### src/rtl/twm_pkg.sv
package twm_pkg;
  typedef enum logic [2:0] {
    ST_IDLE,
    ST_DEV,
    ST_AHI,
    ST_ALO,
    ST_WDAT,
    ST_RDAT
  } twm_state_e;

  localparam logic [3:0] TWM_DEV_CODE = 4'b1010;
  localparam int         TWM_BYTE_W   = 8;
endpackage

### src/rtl/twm_line_sync.sv
module twm_line_sync #(
  parameter int STAGES = 2
) (
  input  logic clk,
  input  logic rst_n,
  input  logic scl_in,
  input  logic sda_in,
  output logic sda_lvl,
  output logic scl_rise,
  output logic scl_fall,
  output logic start_evt,
  output logic stop_evt
);
  logic [1:0] raw;
  logic [1:0] cur;
  logic [1:0] prv;

  assign raw = {scl_in, sda_in};

  for (genvar g = 0; g < 2; g++) begin : g_line
    logic [STAGES-1:0] chain;
    always_ff @(posedge clk or negedge rst_n) begin
      if (!rst_n) chain <= '1;
      else        chain <= {chain[STAGES-2:0], raw[g]};
    end
    assign cur[g] = chain[STAGES-1];
  end

  always_ff @(posedge clk or negedge rst_n) begin
    if (!rst_n) prv <= 2'b11;
    else        prv <= cur;
  end

  assign sda_lvl   = cur[0];
  assign scl_rise  = cur[1] & ~prv[1];
  assign scl_fall  = ~cur[1] & prv[1];
  assign start_evt = cur[1] & prv[1] & prv[0] & ~cur[0];
  assign stop_evt  = cur[1] & prv[1] & ~prv[0] & cur[0];
endmodule

### src/rtl/twm_addr_ptr.sv
module twm_addr_ptr #(
  parameter int ADDR_W = 15
) (
  input  logic              clk,
  input  logic              rst_n,
  input  logic              load,
  input  logic [ADDR_W-1:0] load_val,
  input  logic              inc,
  output logic [ADDR_W-1:0] ptr
);
  always_ff @(posedge clk or negedge rst_n) begin
    if (!rst_n)    ptr <= '0;
    else if (load) ptr <= load_val;
    else if (inc)  ptr <= ptr + 1'b1;
  end
endmodule

### src/rtl/twm_rd_port.sv
module twm_rd_port #(
  parameter int ADDR_W = 15
) (
  input  logic              clk,
  input  logic              rst_n,
  input  logic              issue,
  input  logic [ADDR_W-1:0] ptr,
  output logic              rd_req_valid,
  input  logic              rd_req_ready,
  output logic [ADDR_W-1:0] rd_req_addr,
  input  logic              rd_rsp_valid,
  input  logic [7:0]        rd_rsp_data,
  output logic              taken,
  output logic [7:0]        buf_q
);
  assign taken = rd_req_valid & rd_req_ready;

  always_ff @(posedge clk or negedge rst_n) begin
    if (!rst_n) begin
      rd_req_valid <= 1'b0;
      rd_req_addr  <= '0;
    end else if (issue) begin
      rd_req_valid <= 1'b1;
      rd_req_addr  <= ptr;
    end else if (taken) begin
      rd_req_valid <= 1'b0;
    end
  end

  always_ff @(posedge clk or negedge rst_n) begin
    if (!rst_n)            buf_q <= 8'hFF;
    else if (rd_rsp_valid) buf_q <= rd_rsp_data;
  end
endmodule

### src/rtl/serial_mem_slave.sv
module serial_mem_slave
  import twm_pkg::*;
#(
  parameter int ADDR_W      = 15,
  parameter int SYNC_STAGES = 2
) (
  input  logic              clk,
  input  logic              rst_n,
  input  logic              scl_i,
  input  logic              sda_i,
  output logic              sda_oe,
  input  logic [2:0]        strap_i,
  input  logic              busy_i,
  output logic              wr_valid,
  input  logic              wr_ready,
  output logic [ADDR_W-1:0] wr_addr,
  output logic [7:0]        wr_data,
  output logic              rd_req_valid,
  input  logic              rd_req_ready,
  output logic [ADDR_W-1:0] rd_req_addr,
  input  logic              rd_rsp_valid,
  input  logic [7:0]        rd_rsp_data
);
  localparam int HI_W = ADDR_W - TWM_BYTE_W;

  logic sda_lvl, scl_rise, scl_fall, start_evt, stop_evt;

  twm_line_sync #(.STAGES(SYNC_STAGES)) u_sync (
    .clk(clk), .rst_n(rst_n), .scl_in(scl_i), .sda_in(sda_i),
    .sda_lvl(sda_lvl), .scl_rise(scl_rise), .scl_fall(scl_fall),
    .start_evt(start_evt), .stop_evt(stop_evt)
  );

  twm_state_e       st_q, nxt_q, dec_nxt;
  logic [3:0]       cnt_q;
  logic [7:0]       sh_q;
  logic [HI_W-1:0]  hi_q;
  logic             ack_q, dec_ack, oe_q;
  logic             rx_state, byte_done, sel_hit;
  logic             issue_rd, beat_new, ptr_load, hi_load;
  logic             rd_taken;
  logic [7:0]       rd_buf;
  logic [7:0]       byte_in;
  logic [ADDR_W-1:0] ptr;

  assign byte_in   = {sh_q[6:0], sda_lvl};
  assign rx_state  = (st_q == ST_DEV) || (st_q == ST_AHI) ||
                     (st_q == ST_ALO) || (st_q == ST_WDAT);
  assign byte_done = scl_rise && (cnt_q == 4'd7) && rx_state;
  assign sel_hit   = (byte_in[7:4] == TWM_DEV_CODE) &&
                     (byte_in[3:1] == strap_i) && !busy_i;

  // Per-byte decisions taken when the eighth bit has been sampled.
  always_comb begin
    dec_ack  = 1'b0;
    dec_nxt  = ST_IDLE;
    issue_rd = 1'b0;
    beat_new = 1'b0;
    ptr_load = 1'b0;
    hi_load  = 1'b0;
    if (byte_done) begin
      unique case (st_q)
        ST_DEV: begin
          dec_ack  = sel_hit;
          dec_nxt  = byte_in[0] ? ST_RDAT : ST_AHI;
          issue_rd = sel_hit && byte_in[0];
        end
        ST_AHI: begin
          dec_ack = 1'b1;
          dec_nxt = ST_ALO;
          hi_load = 1'b1;
        end
        ST_ALO: begin
          dec_ack  = 1'b1;
          dec_nxt  = ST_WDAT;
          ptr_load = 1'b1;
        end
        default: begin
          dec_ack  = !(wr_valid && !wr_ready);
          dec_nxt  = ST_WDAT;
          beat_new = dec_ack;
        end
      endcase
    end else if (scl_rise && (cnt_q == 4'd8) && (st_q == ST_RDAT) && !sda_lvl) begin
      issue_rd = 1'b1;
    end
  end

  twm_addr_ptr #(.ADDR_W(ADDR_W)) u_ptr (
    .clk(clk), .rst_n(rst_n),
    .load(ptr_load), .load_val({hi_q, byte_in}),
    .inc(beat_new | rd_taken), .ptr(ptr)
  );

  twm_rd_port #(.ADDR_W(ADDR_W)) u_rd (
    .clk(clk), .rst_n(rst_n), .issue(issue_rd), .ptr(ptr),
    .rd_req_valid(rd_req_valid), .rd_req_ready(rd_req_ready),
    .rd_req_addr(rd_req_addr), .rd_rsp_valid(rd_rsp_valid),
    .rd_rsp_data(rd_rsp_data), .taken(rd_taken), .buf_q(rd_buf)
  );

  always_ff @(posedge clk or negedge rst_n) begin
    if (!rst_n)       hi_q <= '0;
    else if (hi_load) hi_q <= byte_in[HI_W-1:0];
  end

  // Write beat stream: held until accepted.
  always_ff @(posedge clk or negedge rst_n) begin
    if (!rst_n) begin
      wr_valid <= 1'b0;
      wr_addr  <= '0;
      wr_data  <= '0;
    end else if (beat_new) begin
      wr_valid <= 1'b1;
      wr_addr  <= ptr;
      wr_data  <= byte_in;
    end else if (wr_ready) begin
      wr_valid <= 1'b0;
    end
  end

  // Bit and byte sequencer.
  always_ff @(posedge clk or negedge rst_n) begin
    if (!rst_n) begin
      st_q  <= ST_IDLE;
      nxt_q <= ST_IDLE;
      cnt_q <= '0;
      sh_q  <= '0;
      ack_q <= 1'b0;
      oe_q  <= 1'b0;
    end else if (start_evt) begin
      st_q  <= ST_DEV;
      cnt_q <= '0;
      ack_q <= 1'b0;
      oe_q  <= 1'b0;
    end else if (stop_evt) begin
      st_q  <= ST_IDLE;
      cnt_q <= '0;
      oe_q  <= 1'b0;
    end else if (st_q != ST_IDLE) begin
      if (scl_rise) begin
        if (cnt_q < 4'd8) begin
          cnt_q <= cnt_q + 1'b1;
          if (rx_state) sh_q <= byte_in;
          if (byte_done) begin
            ack_q <= dec_ack;
            nxt_q <= dec_nxt;
          end
        end else if (cnt_q == 4'd8) begin
          cnt_q <= 4'd9;
          if (st_q == ST_RDAT) begin
            ack_q <= !sda_lvl;
            nxt_q <= ST_RDAT;
          end
        end
      end else if (scl_fall) begin
        if ((st_q == ST_RDAT) && (cnt_q >= 4'd1) && (cnt_q <= 4'd7)) begin
          sh_q <= {sh_q[6:0], 1'b0};
          oe_q <= ~sh_q[6];
        end else if (cnt_q == 4'd8) begin
          oe_q <= (st_q != ST_RDAT) && ack_q;
        end else if (cnt_q == 4'd9) begin
          cnt_q <= '0;
          if (!ack_q) begin
            st_q <= ST_IDLE;
            oe_q <= 1'b0;
          end else begin
            st_q <= nxt_q;
            if (nxt_q == ST_RDAT) begin
              sh_q <= rd_buf;
              oe_q <= ~rd_buf[7];
            end else begin
              oe_q <= 1'b0;
            end
          end
        end
      end
    end
  end

  assign sda_oe = oe_q;
endmodule

### config.mk
export PLATFORM = sky130hd
export DESIGN_NAME = serial_mem_slave
export DESIGN_NICKNAME = d
export VERILOG_FILES = /design/src/rtl/twm_pkg.sv /design/src/rtl/twm_line_sync.sv /design/src/rtl/twm_addr_ptr.sv /design/src/rtl/twm_rd_port.sv /design/src/rtl/serial_mem_slave.sv
export SDC_FILE = /design/constraint.sdc
export NUM_CORES = 1
export LEC_CHECK = 0
export BUFFER_PORTS_ARGS = -buffer_cell sky130_fd_sc_hd__buf_2
export CAP_MARGIN = 10
export CORE_ASPECT_RATIO = 2
export CORE_MARGIN = 3
export CORE_UTILIZATION = 24
export DETAILED_ROUTE_END_ITERATION = 8
export SLEW_MARGIN = 20
export SYNTH_ARGS = -nofsm -noshare
export SYNTH_HDL_FRONTEND = slang
export SYNTH_SLANG_ARGS = --single-unit
### constraint.sdc
create_clock -name clk -period 3.05 [get_ports clk]
set_clock_uncertainty 0.2 [all_clocks]
set_input_delay 0.1525 -clock clk [delete_from_list [all_inputs] [get_ports clk]]
set_output_delay 0.1525 -clock clk [all_outputs]
set_load 0.02 [all_outputs]
; ---- Word level (Yosys, flattened, before mapping)
; Index checks and enable logic that the tools add are counted.
[totals]
word_cells = 178
output_inout_bits = 41
regBits = 95
[classes]
n_eq_ne = 24
addsub = 2
reduce_logical = 47
order_cmp = 3
bitwise_logic = 17
n_mux = 68
[ops]
columns = cell, n
row1 = 2-to-1 mux 7 bit, 9
row2 = 2-to-1 mux 3 bit, 14
row3 = 2-to-1 mux 4 bit, 10
row4 = 2-to-1 mux 1 bit, 31
row5 = 2-to-1 mux 15 bit, 2
row6 = nonzero test 3 bit, 9
row7 = AND reduction 6 bit, 3
row8 = nonzero test 2 bit, 8
row9 = adder 15 x 1 -> 15 bit (second input constant), 1
row10 = == test 4 bit (second input constant), 3
row11 = logical AND 1 bit, 12
row12 = != test 3 bit (second input constant), 4
row13 = AND reduction 10 bit, 1
row14 = == test 3 bit (second input constant), 3
row15 = AND 1 bit, 8
row16 = != test 4 bit (second input constant), 2
row17 = inverter 1 bit, 8
row18 = nonzero test 4 bit, 2
row19 = AND reduction 7 bit, 1
row20 = == test 3 x 2 -> 1 bit (second input constant), 2
row21 = case mux 3 bit (2 select lines), 1
row22 = != test 5 x 1 -> 1 bit (second input constant), 1
row23 = nonzero test 5 bit, 1
row24 = adder 4 x 1 -> 4 bit (second input constant), 1
row25 = other kinds (17), 24

; ---- Logic depth before layout (Yosys ltp)
; Gate-level depths: netlist of the first run.
[logic_depth]
ltp_word = 11
ltp_mapped = 9

; ---- By module
; Synthesis of the first run repeated with hierarchy kept, for this count alone.
[unflattened]
hier_cells = 371
hier_area_um2 = 4564.4
[modules_own_cells]
columns = mod, seq_area_each_um2, n_inst, area_per_inst_um2, cells_per_inst
row1 = serial_mem_slave, 1251.2, 1, 2541.2, 223
row2 = twm_rd_port, 610.6, 1, 958.4, 53
row3 = twm_addr_ptr, 375.4, 1, 874.6, 85
row4 = twm_line_sync, 157.7, 1, 190.2, 10

; ---- Least setup slack after synthesis of the first run
; Ideal clock, no wire load.
[synth_timing]
path_type = register to register
startpoint = reg cnt_q[0]
endpoint = reg sh_q[1]
slack_ns = 0.753
path_stages_with_launch = 7
setup_ns = 0.125
path_buffers = 0
arrival_time_ns = 1.973
path_cell_list = dfrtp_1 -> inv_1 -> ha_1 -> or3b_4 -> a21oi_4 -> mux2_2 -> mux2_2
[synth_between]
elab_chain_len = 6
elab_cells_between_ends = 16
cone_classes = 3 x order compare / 4 x eq/ne / 3 x mux / 6 x reduce/logical
[synth_lines]
columns = item, line
row1 = start: declaration, serial_mem_slave.sv:35  ; logic [3:0] cnt_q;
row2 = start signal: assignment, serial_mem_slave.sv:143  ; cnt_q <= cnt_q + 1'b1;
row3 = branches (longest 6 deep; another with >= comparator 4 x 1 -> 1 bit), n/a
row4 = end signal: assignment, serial_mem_slave.sv:144  ; if (rx_state) sh_q <= byte_in;
row5 = end signal: assignment, serial_mem_slave.sv:158  ; sh_q <= {sh_q[6:0], 1'b0};
row6 = end signal: assignment, serial_mem_slave.sv:170  ; sh_q <= rd_buf;
row7 = end: declaration, serial_mem_slave.sv:36  ; logic [7:0] sh_q;
; Several ways; the timed one is not identified. The select of a mux whose other input is x is not followed.
; A chain may end at the register's enable or synchronous reset.

; ---- Final worst setup path of the first run
[layout_timing]
startpoint = reg cnt_q[0]
endpoint = reg u_rd.rd_req_addr[0]
[layout_between]
elab_chain_len = 6
elab_cells_between_ends = 9
cone_classes = 2 x eq/ne / 2 x mux / 5 x reduce/logical
[layout_lines]
columns = item, line
row1 = == test 4 bit, serial_mem_slave.sv:84  ; end else if (scl_rise && (cnt_q == 4'd8) && (st_q == ST_RDAT) && !sda_lvl) begin
row2 = logical AND 1 bit (3 in series), serial_mem_slave.sv:84
row3 = 2-to-1 mux 1 bit, serial_mem_slave.sv:84
row4 = 2-to-1 mux 1 bit *, serial_mem_slave.sv:61  ; if (byte_done) begin
row5 = end signal: assignment, twm_rd_port.sv:24  ; rd_req_addr <= ptr;
row6 = end: declaration, twm_rd_port.sv:10  ; output logic [ADDR_W-1:0] rd_req_addr,
; Every way passes the cells marked *; elsewhere a longest branch is shown, timed or not.

==> impl_metrics.tcl, run 1 <==
set metrics [dict create \
    synth_compound_area_share_pct 10.9 \
    synth-xor-area-share_pct 0.953 \
    drive_above_1_share_pct 35.8 \
    cpPeakStageDelay_ns 0.82 \
    startpoint_type "register" \
    powerDensity_nw_per_um2 521 \
    yosys.area_share.simple_pct 13.7 \
    p_leak_nw 2.69 \
    area_growth_syn_to_layout_pct 21.7 \
    hold_class "input port to register" \
    place_congestion 0.895 \
    num_antenna_cells 0 \
    synth_cell_type_count 58 \
    ys_warn_count 0 \
    h-tree-depth 3 \
    drt-initial-drc-count 179 \
    hpwlAfterDp_um 9080 \
    cts.clk_slew.worst_paths_ns 0.07 \
    synth-main-ff-cell "dfrtp_1" \
    synth_nets 425 \
    synthAdderAreaFrac_pct 1.91 \
    hold_viol 0 \
    synth_top_family_by_area "multiplexers" \
    core_region_area_um2 18800 \
    num_io_pins 60 \
    slew_violations 0 \
    final_cell_mix "81 x dfrtp_1, 58 x buf_2, 54 x mux2_2" \
    ctsResizeCount 0 \
    cts_hold_buf 12 \
    viasPerCell 4.66 \
    grt_pass1_vias 3520 \
    synth_area_um2 4600 \
    vdd_drop_max_uv 274 \
    relSlewSlack_pct 29.7 \
    synth_edf_count 0 \
    synthCells 399 \
    insertion_delay_ns 0.35 \
    firstDrtPassIters 4 \
    crit_family "simple AND/OR/NAND/NOR gates" \
    fmax_mhz 358 \
    synth_seq_cells 95 \
    grt_pass1_wl_um 19200 \
    synth_area_leader_cell "dfrtp_1" \
    vias 3389 \
    grt_max_degree 58 \
    tightest_slew_ns 1.05 \
    finalCritPeriodShare_pct 91.6 \
    yosys-top-cells-area "dfrtp_1 44%, mux2_2 13%, dfstp_2 8.0%" \
    grt_usage_pct 11.7 \
    drt_drc_violations_left 0 \
    initial_core_util_pct 24.4 \
    finalSetupTns_ns 0 \
    cts_buffer_depth 2 \
    synth.area.mux_share_pct 17.0 \
    fillers 2009 \
    finalCriticalPeriod_ns 2.79 \
    setup_viol 0 \
    cp_max_fo 16 \
    cp_cell_sequence "inv_1 > ha_1 > and4bb_2 > nand3_1 > nor3b_1 > nor2_2 > mux2_2" \
    worstSetupPathType "register to register" \
    endpoint_kind "register" \
    grt_setup_unrepaired "no" \
    numCtsBuffers 9 \
    cts_tree "built" \
    routedWlPerCell_um 16.6 \
    yosysSeqAreaShare_pct 52.1 \
    crit_buf_inv 1 \
    yosysTopAreaCellShare_pct 44.1 \
    nets 493 \
    cpMaxStageDelayCell "nor2_2" \
    crit_required_ns 3.08 \
    wirelength_um 12100 \
    clock-sinks 95 \
    post_cts_buffers 0 \
    async_flop_share_pct 100 \
    grt_antenna_before_repair 0 \
    postRouteAntennaNets 0 \
    num_rows 71 \
    avgSynthCellArea_um2 11.5 \
    dieArea_um2 20900 \
    p_total_mw 2.92 \
    die_x_um 104 \
    critPathArrivalTime_ns 2.82 \
    clock-root-buffer "clkbuf_16" \
    portBuffers 59 \
    drv_cap 0 \
    status "complete, no violations" \
    final_common_cell "dfrtp_1" \
    grt.overflow.total 0 \
    die_h_um 202 \
]
-- Yosys cell counts (3+ instances only) --
cell	number
a21oi_1	28
a22o_1	5
and2_1	4
and3_1	6
buf_2	9
buf_6	3
clkbuf_1	8
dfrtp_1	81
dfstp_2	14
ha_1	7
inv_1	11
mux2_2	54
mux2_4	9
mux2i_1	4
nand2_1	38
nand2b_1	4
nand3_1	13
nand4_1	8
nor2_1	14
nor2b_1	5
o21ai_0	21
o22ai_1	6
o31ai_1	3
xnor2_1	4
-- sequential cells by signal, indices dropped and copies added, names as in the netlist --
signal	count
sh_q	7
u_ptr.ptr	15
hi_q	7
u_sync.prv	2
st_q	3
u_sync.g_line.chain	4
u_rd.buf_q	8
ack_q	1
nxt_q	3
u_rd.rd_req_valid	1
wr_valid	1
cnt_q	4
u_rd.rd_req_addr	15
sda_oe	1
wr_addr	15
wr_data	8
-- final timing paths --
kind                       slack (ns)                                 from                             endpoint  depth (start not counted)
setup reg to reg                 0.26                 cnt_q[0]$_DFFE_PN0P_      u_rd.rd_req_addr[0]$_DFFE_PN0P_                          7
hold reg to reg                  0.16  u_sync.g_line[0].chain[0]$_DFF_PN1_  u_sync.g_line[0].chain[1]$_DFF_PN1_                          0
min in group asynchronous        0.22                                rst_n              wr_addr[12]$_DFFE_PN0P_                          2
setup / recovery                 0.26                 cnt_q[0]$_DFFE_PN0P_      u_rd.rd_req_addr[0]$_DFFE_PN0P_                          7
max in group asynchronous        1.71                                rst_n               wr_addr[5]$_DFFE_PN0P_                          3
hold / removal                   0.02                         rd_rsp_valid            u_rd.buf_q[6]$_DFFE_PN1P_                          2
-- logic make-up after synthesis --
group / count (synthesis)
AO/OA/AOI/OAI: 80
XOR/XNOR: 5
adder cells (fa/ha/maj): 7
buffers and inverters: 32
flip-flops: 95
multiplexers: 67
AND/OR/NAND/NOR: 113
-- where the power goes --
part,switching (mW),leakage [nW],internal (mW)
combinational,0.142,1.29,0.144
clock,0.496,0.140,0.643
sequential,0.149,1.26,1.34
-- per-stage QoR --
| step | utilization [%] | instances | worst slack, ns | cell area (um^2) | hold WS (ns) |
|---|---|---|---|---|---|
| 6_report | 29.7 | 727 | 0.257 | 5590 | 0.0249 |
| 5_1_grt | 29.7 | 727 | 0.0467 | 5590 | 0.0405 |
| 4_1_cts | 29.7 | 727 | 0.207 | 5590 | 0.0258 |
| 3_5_place_dp | 27.4 | 699 | 0.221 | 5160 | 0.0601 |
| 2_1_floorplan | - | 399 | 0.753 | 4600 | -0.343 |
| 3_3_place_gp | 27.4 | 699 | 0.312 | 5160 | 0.0578 |
-- worst register-to-register path, delay by kind of cell, from the launching register on --
kind | cells | cell delay, ns
buffers and inverters | 1 | 0.08
DFF | 1 | 0.42
muxes | 1 | 0.43
and+or+nand+nor | 4 | 1.29
adders and majority gates | 1 | 0.26
-- area by class of cell --
class	count	area, um^2	area share (%)
clock buffers	9	225	4.03
well taps	255	319	5.71
flip-flops and latches	95	2390	42.8
inverters	11	41.3	0.738
clock inverters	7	81.3	1.45
multi-input cells	272	2050	36.6
repair buffers	78	483	8.64
-- per-layer routing --
metal | global-route usage (%) | wire, um | part of all wire, %
met4 | 6.28 | 516 | 4.3
met5 | 0 | 0 | 0
met2 | 22.4 | 6690 | 55
met3 | 2.22 | 525 | 4.4
met1 | 11.6 | 4320 | 36
(Power assumes the default switching activity.)
==> run 2: changes to the inputs <==
MAX_ROUTING_LAYER = met4   (was not set)
==> impl_metrics.tcl, run 2 (same netlist as run 1, synthesis figures left out) <==
set metrics [dict create \
    die_x_um 104 \
    clock-sinks 95 \
    insertion_delay_ns 0.36 \
    startpoint "u_sync.prv[1]$_DFF_PN1_" \
    finalCriticalPeriod_ns 2.77 \
    relSlewSlack_pct 30.2 \
    area_growth_syn_to_layout_pct 21.9 \
    final_cell_mix "81 x dfrtp_1, 58 x buf_2, 54 x mux2_2" \
    portBuffers 59 \
    dp_slack_ns 0.205 \
    grt_setup_unrepaired "no" \
    place_congestion 0.895 \
    worstSetupPathType "register to register" \
    critPathArrivalTime_ns 2.81 \
    top_regs "u_ptr.ptr: 15 flops, u_rd.rd_req_addr: 15 flops, wr_addr: 15 flops" \
    numCtsBuffers 9 \
    cts_buffer_depth 2 \
    vias 3399 \
    initial_core_util_pct 24.4 \
    cp_max_fo 16 \
    seq_area_um2 2390 \
    num_rows 71 \
    num_io_pins 60 \
    die_h_um 202 \
    firstDrtPassIters 4 \
    fin_ws_ns 0.276 \
    p_leak_nw 2.71 \
    vdd_drop_max_uv 267 \
    endpoint_kind "register" \
    grt_pass1_vias 3542 \
    wirelength_um 11900 \
    drv_cap 0 \
    final_area_um2 5600 \
    grt_usage_pct 11.9 \
    ctsResizeCount 0 \
    place_area_um2 5190 \
    startpoint_type "register" \
    status "complete, no violations" \
    cts_tree "built" \
    fmax_mhz 360 \
    p_total_mw 2.89 \
    multi_input_area_um2 2050 \
    drt_drc_violations_left 0 \
    grt_pass1_wl_um 19000 \
    dieArea_um2 20900 \
    routedWlPerCell_um 16.3 \
    grt_max_degree 58 \
    hold_viol 0 \
    final_common_cell "dfrtp_1" \
    rr_startpoint "u_sync.prv[1]$_DFF_PN1_" \
    nets 496 \
    hp-start "wr_ready" \
    hpwlAfterDp_um 9010 \
    setup_viol 0 \
    powerDensity_nw_per_um2 517 \
    core_region_area_um2 18800 \
    drt-initial-drc-count 150 \
    viasPerCell 4.66 \
    finalSetupTns_ns 0 \
    hold_class "input port to register" \
    tightest_slew_ns 1.05 \
    fillers 2005 \
    clock-root-buffer "clkbuf_16" \
    grt_antenna_before_repair 0 \
    drive_above_1_share_pct 36.2 \
    cts.clk_slew.worst_paths_ns 0.07 \
    crit_required_ns 3.09 \
    num_antenna_cells 0 \
    grt.overflow.total 0 \
    postRouteAntennaNets 0 \
    h-tree-depth 3 \
    slew_violations 0 \
    finalCritPeriodShare_pct 91.0 \
]
run 2: cell count changes in the layout (fill, tap and decap cells not counted):
cell	change
clkinvlp_4	-3
bufinv_16	-1
inv_6	+4
clkinv_8	+1
clkinv_4	-1
buf_4	+3
run 2: worst max-delay path: stages (launching register included):
cell and delay (ns):
dfstp_2 0.55, inv_1 0.05, ha_1 0.38, nor3b_1 0.25, nor2_2 0.82, mux2_2 0.42
run 2: power breakdown:
part           internal (mW)  switching [mW]
Clock                  0.579           0.540
Sequential              1.34           0.144
Combinational          0.147           0.144
Total                   2.07           0.828
run 2: cell type report:
cell class              count  share of cell area, %
clock buffers               9                   4.02
clock inverters             7                   1.27
inverters                  11                  0.737
multi-input cells         272                   36.5
flip-flops and latches     95                   42.7
well taps                 255                   5.69
repair buffers             81                   9.02
run 2: through the flow:
| stage | std cells | utilization [%] | hold WS [ns] |
|---|---|---|---|
| after floorplan | 399 | - | -0.343 |
| after global routing | 730 | 29.8 | 0.0438 |
| after CTS | 730 | 29.8 | 0.0335 |
| after detailed placement | 702 | 27.5 | 0.0587 |
| final | 730 | 29.8 | 0.0196 |
| after global placement | 702 | 27.5 | 0.0590 |
run 2: repair_timing:
| item | CTS | global route |
|---|---|---|
| hold buffers | 12 | 0 |
| setup buffers | 0 | 0 |
| endpoints found under the hold margin | 53 | 0 |
run 2: final timing paths:
| check | endpoint | slack (ns) | cells past startpoint |
|---|---|---|---|
| max | u_rd.rd_req_addr[5]$_DFFE_PN0P_ | 0.28 | 5 |
| min | wr_valid$_DFFE_PN0P_ | 0.02 | 3 |
| max reg2reg | u_rd.rd_req_addr[5]$_DFFE_PN0P_ | 0.28 | 5 |
| min reg2reg | u_sync.g_line[0].chain[1]$_DFF_PN1_ | 0.16 | 0 |
| max in group asynchronous | st_q[0]$_DFFE_PN0P_ | 1.75 | 3 |
| min in group asynchronous | u_rd.rd_req_addr[13]$_DFFE_PN0P_ | 0.19 | 2 |
run 2: metal layers:
| metal | up-vias | track usage, % | part of all wire, % |
|---|---|---|---|
| met5 | - | - | 0 |
| met4 | 0 | 6.13 | 3.3 |
| met3 | 23 | 1.86 | 3.6 |
| met2 | 87 | 21.8 | 57 |
| met1 | 1699 | 12.0 | 36 |
| li1 | 1590 | - | - |
==> run 3: changes to the inputs <==
CTS_BUF_LIST = sky130_fd_sc_hd__clkbuf_4   (was not set)
==> impl_metrics.tcl, run 3 (same netlist as run 1, synthesis figures left out) <==
set metrics [dict create \
    status "complete, no violations" \
    startpoint_type "register" \
    initial_core_util_pct 24.4 \
    vias 3446 \
    cpPeakStageDelay_ns 0.82 \
    crit_family "simple AND/OR/NAND/NOR gates" \
    place_congestion 0.895 \
    reg2reg_to "u_rd.rd_req_addr[2]$_DFFE_PN0P_" \
    core_region_area_um2 18800 \
    h-tree-depth 3 \
    clock-sinks 95 \
    viasPerCell 4.66 \
    finalCritPeriodShare_pct 91.3 \
    portBuffers 59 \
    clock-root-buffer "clkbuf_4" \
    top_regs "u_ptr.ptr: 15 flops, u_rd.rd_req_addr: 15 flops, wr_addr: 15 flops" \
    finalCriticalPeriod_ns 2.78 \
    grt.overflow.total 0 \
    place_area_um2 5190 \
    postRouteAntennaNets 0 \
    grt_usage_pct 12.0 \
    nets 505 \
    r2r_cells 5 \
    critPathArrivalTime_ns 2.97 \
    drt-initial-drc-count 159 \
    finish.utilization_pct 29.4 \
    numCtsBuffers 9 \
    grt_setup_unrepaired "no" \
    vdd_drop_max_uv 216 \
    die_x_um 104 \
    firstDrtPassIters 4 \
    post_cts_buffers 0 \
    worstSetupPathType "register to register" \
    final_common_cell "dfrtp_1" \
    num_io_pins 60 \
    cts.clk_slew.worst_paths_ns 0.19 \
    crit_buf_inv 1 \
    insertion_delay_ns 0.50 \
    drt_drc_violations_left 0 \
    fmax_mhz 359 \
    hold_viol 0 \
    fillers 2014 \
    powerDensity_nw_per_um2 447 \
    grt_antenna_before_repair 1 \
    num_rows 71 \
    final_cell_mix "81 x dfrtp_1, 58 x buf_2, 54 x mux2_2" \
    endpoint_kind "register" \
    r2r_setup_slack_ns 0.27 \
    hold_class "input port to async pin" \
    ctsResizeCount 0 \
    slew_violations 0 \
    dieArea_um2 20900 \
    area_growth_syn_to_layout_pct 20.5 \
    hold_ws_ns 0.0241 \
    die_h_um 202 \
    hpwlAfterDp_um 9010 \
    wirelength_um 12000 \
    grt_max_degree 58 \
    cp_cell_sequence "inv_1 > ha_1 > nor3b_1 > nor2_2 > mux2_2" \
    tightest_slew_ns 1.05 \
    worstSetupPathDepth 5 \
    crit_required_ns 3.23 \
    drv_cap 0 \
    cpMaxStageDelayCell "nor2_2" \
    setup_viol 0 \
    cp_max_fo 16 \
    routedWlPerCell_um 16.2 \
    relSlewSlack_pct 30.2 \
    cts_buffer_depth 2 \
    rr_startpoint "u_sync.prv[1]$_DFF_PN1_" \
    grt_pass1_wl_um 19100 \
    grt_pass1_vias 3533 \
    p_leak_nw 2.68 \
    finalSetupTns_ns 0 \
    final_area_um2 5540 \
    cts_tree "built" \
    drive_above_1_share_pct 35.5 \
]
[run 3: cell count changes in the layout (fill, tap and decap cells not counted)]
cell,before,now
clkbuf_16,9,0
clkbuf_4,0,9
dlygate4sd3_1,12,21
diode_2,0,1
[run 3: worst max-delay path by stage]
stage | startpoint | end | slack, ns
6_report | u_sync.prv[1]$_DFF_PN1_ | u_rd.rd_req_addr[2]$_DFFE_PN0P_ | 0.27
3_5_place_dp | u_sync.prv[1]$_DFF_PN1_ | u_rd.rd_req_addr[5]$_DFFE_PN0P_ | 0.20
2_1_floorplan | cnt_q[0]$_DFFE_PN0P_ | sh_q[1]$_DFFE_PN0P_ | 0.75
3_3_place_gp | u_sync.prv[1]$_DFF_PN1_ | u_rd.rd_req_addr[0]$_DFFE_PN0P_ | 0.27
5_1_grt | u_sync.prv[1]$_DFF_PN1_ | u_rd.rd_req_addr[1]$_DFFE_PN0P_ | 0.1
4_1_cts | u_sync.prv[1]$_DFF_PN1_ | u_rd.rd_req_addr[0]$_DFFE_PN0P_ | 0.19
[run 3: layout make-up]
cell class                 instances  area [um^2]  area share (%)
inverter                          11         41.3           0.745
clock buffer                       9         67.6            1.22
antenna                            1         2.50          0.0452
clock inverter                     7         71.3            1.29
sequential                        95         2390            43.2
timing repair buffer              90          596            10.8
tap                              255          319            5.76
multi-input combinational        272         2050            37.0
[run 3: power by group]
part / switching [mW] / internal [mW]
Combinational: 0.146 / 0.161
Clock: 0.492 / 0.193
Sequential: 0.144 / 1.34
Total: 0.783 / 1.70
[run 3: worst register-to-register path, delay by kind of cell (launching register included)]
| kind | cells | cell delay, ns |
|---|---|---|
| and+or+nand+nor | 2 | 1.07 |
| buffers and inverters | 1 | 0.05 |
| muxes | 1 | 0.42 |
| DFF | 1 | 0.58 |
| adders and majority gates | 1 | 0.38 |
[run 3: timing repair]
item,4_1_cts,5_1_grt
hold buffers,21,0
endpoints found under the setup margin,0,0
hold endpoints to repair,89,0
[run 3: per-layer routing]
layer / part of all wire [%] / global-route usage, % / routed length [um]
met1: 38 / 12.1 / 4510
met2: 56 / 21.7 / 6690
met3: 3.1 / 2.12 / 377
met4: 3.6 / 6.13 / 432
met5: 0 / - / 0
[run 3: stage by stage]
stage	cells	power (mW)	setup slack [ns]
2_1_floorplan	399	1.63	0.753
4_1_cts	739	2.52	0.189
6_report	740	2.48	0.266
3_3_place_gp	702	1.79	0.271
5_1_grt	740	2.62	0.0959
3_5_place_dp	702	1.80	0.205
